==> src/rtl/pwm_dac_pkg.sv <==
package pwm_dac_pkg;

  // Number of clock cycles in one PWM period for a given word width.
  function automatic int period_cycles(input int width);
    return (1 << width) - 1;
  endfunction

  // Largest counter value reached before it returns to zero.
  function automatic int last_count(input int width);
    return (1 << width) - 2;
  endfunction

endpackage

==> src/rtl/pwm_period_counter.sv <==
module pwm_period_counter
  import pwm_dac_pkg::*;
#(
  parameter int DATA_W = 4
) (
  input  logic              clk,
  input  logic              rst,
  output logic [DATA_W-1:0] cnt_q,
  output logic [DATA_W-1:0] cnt_nxt,
  output logic              wrap_q
);

  localparam int              LastInt = last_count(DATA_W);
  localparam logic [DATA_W-1:0] LAST  = LastInt[DATA_W-1:0];
  localparam logic [DATA_W-1:0] PRE   = LAST - 1'b1;

  logic pre_wrap_c;

  // Combinational look-ahead: the next count is the terminal one.
  assign pre_wrap_c = (cnt_q == PRE);
  assign cnt_nxt    = wrap_q ? '0 : cnt_q + 1'b1;

  always_ff @(posedge clk) begin
    if (rst) begin
      cnt_q  <= '0;
      wrap_q <= 1'b0;
    end else begin
      cnt_q  <= cnt_nxt;
      // Registered strobe: high exactly while the counter sits at LAST.
      wrap_q <= pre_wrap_c;
    end
  end

  AST_CNT_RANGE: assert property (@(posedge clk) disable iff (rst)
    cnt_q <= LAST);
  AST_CNT_STEP: assert property (@(posedge clk) disable iff (rst)
    (cnt_q != LAST) |=> (cnt_q == $past(cnt_q) + 1'b1));
  AST_CNT_WRAP: assert property (@(posedge clk) disable iff (rst)
    (cnt_q == LAST) |=> (cnt_q == '0));
  AST_STROBE_ALIGN: assert property (@(posedge clk) disable iff (rst)
    wrap_q |-> (cnt_q == LAST));

endmodule

==> src/rtl/pwm_word_latch.sv <==
module pwm_word_latch #(
  parameter int DATA_W = 4
) (
  input  logic              clk,
  input  logic              rst,
  input  logic              load,
  input  logic [DATA_W-1:0] din,
  output logic [DATA_W-1:0] hold_q
);

  always_ff @(posedge clk) begin
    if (rst || load) begin
      hold_q <= din;
    end
  end

  AST_HOLD_STABLE: assert property (@(posedge clk) disable iff (rst)
    !load |=> $stable(hold_q));

endmodule

==> src/rtl/pwm_edge_logic.sv <==
module pwm_edge_logic #(
  parameter int DATA_W = 4
) (
  input  logic              clk,
  input  logic              rst,
  input  logic              wrap_q,
  input  logic [DATA_W-1:0] din,
  input  logic [DATA_W-1:0] cnt_q,
  input  logic [DATA_W-1:0] cnt_nxt,
  input  logic [DATA_W-1:0] hold_q,
  output logic              pwm_q
);

  localparam logic [DATA_W-1:0] FULL = '1;

  logic start_val_c;
  logic match_c;

  // A period opens high unless the freshly loaded word is zero.
  assign start_val_c = (din != '0);
  // Clear when the count about to be entered reaches the stored word.
  assign match_c     = (cnt_nxt == hold_q);

  always_ff @(posedge clk) begin
    if (rst || wrap_q) begin
      pwm_q <= start_val_c;
    end else if (match_c) begin
      pwm_q <= 1'b0;
    end
  end

  AST_HIGH_PHASE: assert property (@(posedge clk) disable iff (rst)
    (cnt_q < hold_q) |-> pwm_q);
  AST_LOW_PHASE: assert property (@(posedge clk) disable iff (rst)
    (cnt_q >= hold_q) |-> !pwm_q);
  AST_ZERO_CODE: assert property (@(posedge clk) disable iff (rst)
    (hold_q == '0) |-> !pwm_q);
  AST_FULL_CODE: assert property (@(posedge clk) disable iff (rst)
    (hold_q == FULL) |-> pwm_q);
  AST_RISE_AT_START: assert property (@(posedge clk) disable iff (rst)
    $rose(pwm_q) |-> (cnt_q == '0));

endmodule

==> src/rtl/pwm_dac_driver.sv <==
module pwm_dac_driver #(
  parameter int DATA_W = 4
) (
  input  logic              clk,
  input  logic              rst,
  input  logic [DATA_W-1:0] din,
  output logic              pwm_o
);

  logic [DATA_W-1:0] cnt_q;
  logic [DATA_W-1:0] cnt_nxt;
  logic [DATA_W-1:0] hold_q;
  logic              wrap_q;

  pwm_period_counter #(.DATA_W(DATA_W)) u_counter (
    .clk     (clk),
    .rst     (rst),
    .cnt_q   (cnt_q),
    .cnt_nxt (cnt_nxt),
    .wrap_q  (wrap_q)
  );

  pwm_word_latch #(.DATA_W(DATA_W)) u_latch (
    .clk    (clk),
    .rst    (rst),
    .load   (wrap_q),
    .din    (din),
    .hold_q (hold_q)
  );

  pwm_edge_logic #(.DATA_W(DATA_W)) u_edge (
    .clk     (clk),
    .rst     (rst),
    .wrap_q  (wrap_q),
    .din     (din),
    .cnt_q   (cnt_q),
    .cnt_nxt (cnt_nxt),
    .hold_q  (hold_q),
    .pwm_q   (pwm_o)
  );

  AST_RESET_OUT: assert property (@(posedge clk)
    rst |=> (pwm_o == ($past(din) != '0)));

endmodule

==> config.mk <==
export PLATFORM = sky130hd
export DESIGN_NAME = pwm_dac_driver
export DESIGN_NICKNAME = d
export VERILOG_FILES = /design/src/rtl/pwm_dac_pkg.sv /design/src/rtl/pwm_period_counter.sv /design/src/rtl/pwm_word_latch.sv /design/src/rtl/pwm_edge_logic.sv /design/src/rtl/pwm_dac_driver.sv
export SDC_FILE = /design/constraint.sdc
export NUM_CORES = 1
export LEC_CHECK = 0
export BUFFER_PORTS_ARGS = -buffer_cell sky130_fd_sc_hd__buf_2
export CORE_AREA = 10 10 47 49
export CTS_CLUSTER_SIZE = 40
export DETAILED_ROUTE_END_ITERATION = 16
export DIE_AREA = 0 0 57 59
export RECOVER_POWER = 25
export SYNTH_ARGS = -nofsm -noshare
export SYNTH_HDL_FRONTEND = slang
export SYNTH_SLANG_ARGS = --single-unit
==> constraint.sdc <==
create_clock -name clk -period 3.15 [get_ports clk]
set_clock_uncertainty 0.05 [all_clocks]
set_input_delay 0.315 -clock clk [delete_from_list [all_inputs] [get_ports clk]]
set_output_delay 0.315 -clock clk [all_outputs]
set_load 0.02 [all_outputs]
After elaboration in Yosys (flattened, before gate mapping)
Index checks and enable logic that the tools add are counted.
W data, S select, Z words.
{"block": "totals", "ff_bits": 10, "latch_bits": 0, "mem_bits_rw": 0, "mem_bits_ro": 0, "inputBits": 6, "output_inout_bits": 1, "wordCells": 13, "n_memories": 0}
{"block": "classes", "add_sub_neg": 1, "mul": 0, "div": 0, "order_cmp": 0, "eq_ne": 2, "shift": 0, "muxes": 3, "bitwise_logic": 0, "n_reduce_logical": 3}
{"cell": "$add A4 B1 Y4 const B", "count": 1}
{"cell": "$eq A4 B4 Y1", "count": 1}
{"cell": "$eq A4 B4 Y1 const B", "count": 1}
{"cell": "$mux W4", "count": 1}
{"cell": "$reduce_bool A4 Y1", "count": 1}
{"cell": "$mux W1", "count": 2}
{"cell": "$reduce_bool A2 Y1", "count": 1}
{"cell": "$logic_or A1 B1 Y1", "count": 1}

Longest topological paths before layout
{"block": "logic_depth", "depth_word": 5, "ltp_mapped": 4, "depth_no_buf": 4}

Cells and area by module
From an unflattened synthesis, not the netlist that was laid out.
{"block": "unflattened", "hier_cells": 38, "area_unflattened_um2": 464.2}
{"mod": "pwm_period_counter", "n_inst": 1, "cells_per_inst": 24, "area_per_inst_um2": 242.7, "seq_area_each_um2": 100.1}
{"mod": "pwm_word_latch", "n_inst": 1, "cells_per_inst": 5, "area_per_inst_um2": 126.4, "seq_area_each_um2": 120.1}
{"mod": "pwm_edge_logic", "n_inst": 1, "cells_per_inst": 9, "area_per_inst_um2": 95.1, "seq_area_each_um2": 30.0}

Worst setup path after synthesis
Ideal clock, no wire load.
{"block": "synth_path", "kind": "reg-to-reg", "from": "register u_counter.cnt_q[1]", "to": "register u_edge.pwm_q, enable pin", "setup_time_ns": 0.324, "arrival_ns": 1.115, "t_required_ns": 2.776, "slack_ns": 1.661, "stages_incl_launch_ff": 5, "path_buffers": 0, "synth_period_minus_slack_ns": 1.489, "cell_sequence": "dfxtp_1 -> inv_1 -> ha_1 -> xnor2_1 -> o41ai_2"}
{"block": "synth_between", "elab_chain_len": 4}
{"element": "start: declaration", "line_no": "pwm_period_counter.sv:8", "text": "output logic [DATA_W-1:0] cnt_q,"}
{"element": "start signal: assignment", "line_no": "pwm_period_counter.sv:28", "text": "cnt_q <= cnt_nxt;"}
{"element": "$add A4 B1 Y4", "line_no": "pwm_period_counter.sv:21", "text": "assign cnt_nxt = wrap_q ? '0 : cnt_q + 1'b1;"}
{"element": "$mux W4", "line_no": "pwm_period_counter.sv:21"}
{"element": "$eq A4 B4 Y1", "line_no": "pwm_edge_logic.sv:22", "text": "assign match_c = (cnt_nxt == hold_q);"}
{"element": "$reduce_bool A2 Y1 (no line)"}
{"element": "end signal: assignment", "line_no": "pwm_edge_logic.sv:26", "text": "pwm_q <= start_val_c;"}
{"element": "end: declaration", "line_no": "pwm_edge_logic.sv:11", "text": "output logic pwm_q"}
Every way passes these cells.
A chain may end at the register's enable or synchronous reset.

Worst setup path in the final report
{"block": "layout_path", "from": "register u_counter.cnt_q[0]", "to": "register u_edge.pwm_q, enable pin"}
Same word-level chain as after synthesis.

==> impl_metrics.json <==
{
  "status": "finished clean",
  "synth_seq_cells": 10,
  "crit_path_start_kind": "register",
  "hold_buffers": 0,
  "crit_buf_inv": 0,
  "synth.area.top_cells": "edfxtp_1 (37%), dfxtp_1 (25%), xnor2_1 (11%), ha_1 (6.2%), nor2_1 (5.6%)",
  "yosys.area.top_type_share": 0.3715,
  "synth_area_um2": 404.1,
  "grt_max_degree": 9,
  "post_cts_resized": 0,
  "clock-sinks": 10,
  "post_cts_buffers": 0,
  "yosysUniqueCellTypes": 12,
  "io_pins": 7,
  "post-route-min-period_ns": 1.567,
  "yosys_warnings": 0,
  "gp_congestion": 0.6752,
  "clock_path_buffers": 2,
  "track_usage": 0.04514,
  "root_buffer": "clkbuf_4",
  "grt_pass1_vias": 257,
  "finalSetupViolCount": 0,
  "cp_max_fo": 5,
  "path_clk_slew_ns": 0.06,
  "area.growth.synth_to_final_pct": 18.58,
  "crit_path_top_delay_cell": "dfxtp_1",
  "routedWlPerCell_um": 10.88,
  "worst_path_dominant_cell_family": "flip-flops",
  "grt-ovfl-total": 0,
  "cpPeakStageDelay_ns": 0.41,
  "antenna_found_initial": 0,
  "first_pass_iters": 2,
  "drc_errors": 0,
  "worstPathCellList": "ha_1, xnor2_1, o41ai_2",
  "hold_start": "din[1]",
  "worstHoldPathCells": 1,
  "hold_viol_final": 0,
  "synth_top_cell_by_area": "edfxtp_1",
  "initial_core_util": 0.2884,
  "cts_tree": "built",
  "synth_fp_nets": 39,
  "r2r_cells": 3,
  "synth_cells": 31,
  "leakage_nw": 0.1931,
  "r2r_end": "u_edge.pwm_q",
  "power.density_nw_per_um2": 553.4,
  "synth_seq_area_share": 0.6192,
  "core_area_um2": 1401,
  "vias": 247,
  "ant_nets": 0,
  "layout.nets": 50,
  "maxSlewHeadroom": 0.8017,
  "rows": 14,
  "vdd_drop_max_mv": 0.2277,
  "first_iter_violations": 1,
  "insertion_delay_ns": 0.26,
  "fin_tns_setup_ns": 0,
  "die_y_um": 59,
  "io_buffers": 6,
  "rrSetupSlack_ns": 1.58,
  "dieArea_um2": 3363,
  "die_x_um": 57,
  "final_core_utilization": 0.3420,
  "crit_start": "u_counter.cnt_q[0]",
  "n_antenna_cell": 0,
  "syn_avg_cell_area_um2": 13.04,
  "slew_violations": 0,
  "drive_above_1_share": 0.2439,
  "crit_required_ns": 3.05,
  "cap_violations": 0,
  "cts_made_buffers": 3,
  "cp_data_arrival_time_ns": 1.47,
  "crit_path_end_kind": "register",
  "hp-class": "primary input to register",
  "fmax_ghz": 0.6381,
  "worst_pin_slew_ns": 0.2947,
  "ys.flop_type": "edfxtp_1",
  "place_hpwl_um": 489.2,
  "avgViaCountPerCell": 4.333,
  "synth_most_common_cell": "nor2_1",
  "cts.htree.levels": 1,
  "rsz0062_at_grt": "false",
  "grt_pass1_wl_mm": 1.048,
  "synth_commonest_cells": "nor2_1 (6), dfxtp_1 (5), edfxtp_1 (5), xnor2_1 (5)",
  "hold_end": "u_latch.hold_q[1]",
  "fin_crit_sh": 0.4975,
  "synth_edf_count": 5,
  "async_flop_share": 0,
  "worstSetupPathType": "register to register",
  "rr_startpoint": "u_counter.cnt_q[0]",
  "drt-total-wl_um": 620
}
==> registers in the layout, indices dropped and copies added (netlist names) <==
| signal | count |
|---|---|
| u_edge.pwm_q | 1 |
| u_latch.hold_q | 4 |
| u_counter.wrap_q | 1 |
| u_counter.cnt_q | 4 |
==> power by group <==
group | leakage, nW | total [W] | switching, W | internal (W)
logic | 0.0877 | 0.0000274 | 0.0000144 | 0.0000130
clock network | 0.0154 | 0.0000889 | 0.0000431 | 0.0000458
registers | 0.0900 | 0.000149 | 0.00000448 | 0.000145
total | 0.193 | 0.000265 | 0.0000620 | 0.000203
==> worst reg2reg max path: stages (launching register included) <==
cell and delay, ns:
dfxtp_1 0.41, ha_1 0.29, xnor2_1 0.15, o41ai_2 0.35
==> per-stage QoR <==
stage / instance area [um2] / hold WS (ns) / setup slack [ns] / power [W] / cells
after floorplan: 404.1 / 0.3639 / 1.661 / 0.0001712 / 31
after global placement: 454.2 / 0.4282 / 1.570 / 0.0001801 / 53
after detailed placement: 454.2 / 0.4327 / 1.591 / 0.0001797 / 53
after CTS: 480.5 / 0.1780 / 1.564 / 0.0002700 / 57
after global routing: 479.2 / 0.1794 / 1.478 / 0.0002786 / 57
final: 479.2 / 0.1873 / 1.583 / 0.0002652 / 57
==> layout by cell type (no fill, tap or decap) <==
cell	count
nor2_1	6
xnor2_1	5
buf_2	5
dfxtp_1	5
edfxtp_1	5
clkbuf_4	3
xor2_1	2
ha_1	2
inv_2	1
nand3_1	1
o41ai_2	1
inv_1	1
nor4_1	1
and4b_1	1
clkinv_1	1
clkbuf_1	1
==> metal layers <==
metal,GRT usage,up-vias,share of wire
met5,0,-,0
li1,-,127,-
met3,0.03648,4,0.12
met4,0.06040,0,0.047
met2,0.06357,9,0.41
met1,0.03365,107,0.42
==> area by class of cell <==
type	instances	area, um2
repair buffers	6	28.78
fillers	149	922.1
multi-input cells	19	146.4
well taps	16	20.02
clock buffers	3	22.52
inverters	2	7.507
clock inverters	1	3.754
flip-flops and latches	10	250.2
==> cells by family after synthesis <==
| kind of cell | Yosys count | share of synthesized area |
|---|---|---|
| flip-flops | 10 | 0.6192 |
| AND/OR/NAND/NOR | 9 | 0.1084 |
| XOR/XNOR | 7 | 0.1517 |
| buffers and inverters | 2 | 0.01856 |
| adder cells (fa/ha/maj) | 2 | 0.06191 |
| AO/OA/AOI/OAI | 1 | 0.04026 |
==> how the worst max path moves through the flow <==
stage	cells past startpoint	end
after floorplan	4	u_edge.pwm_q
after global placement	4	u_edge.pwm_q
after detailed placement	4	u_edge.pwm_q
after CTS	3	u_edge.pwm_q
after global routing	4	u_edge.pwm_q
final	3	u_edge.pwm_q
(Power assumes the default switching activity.)
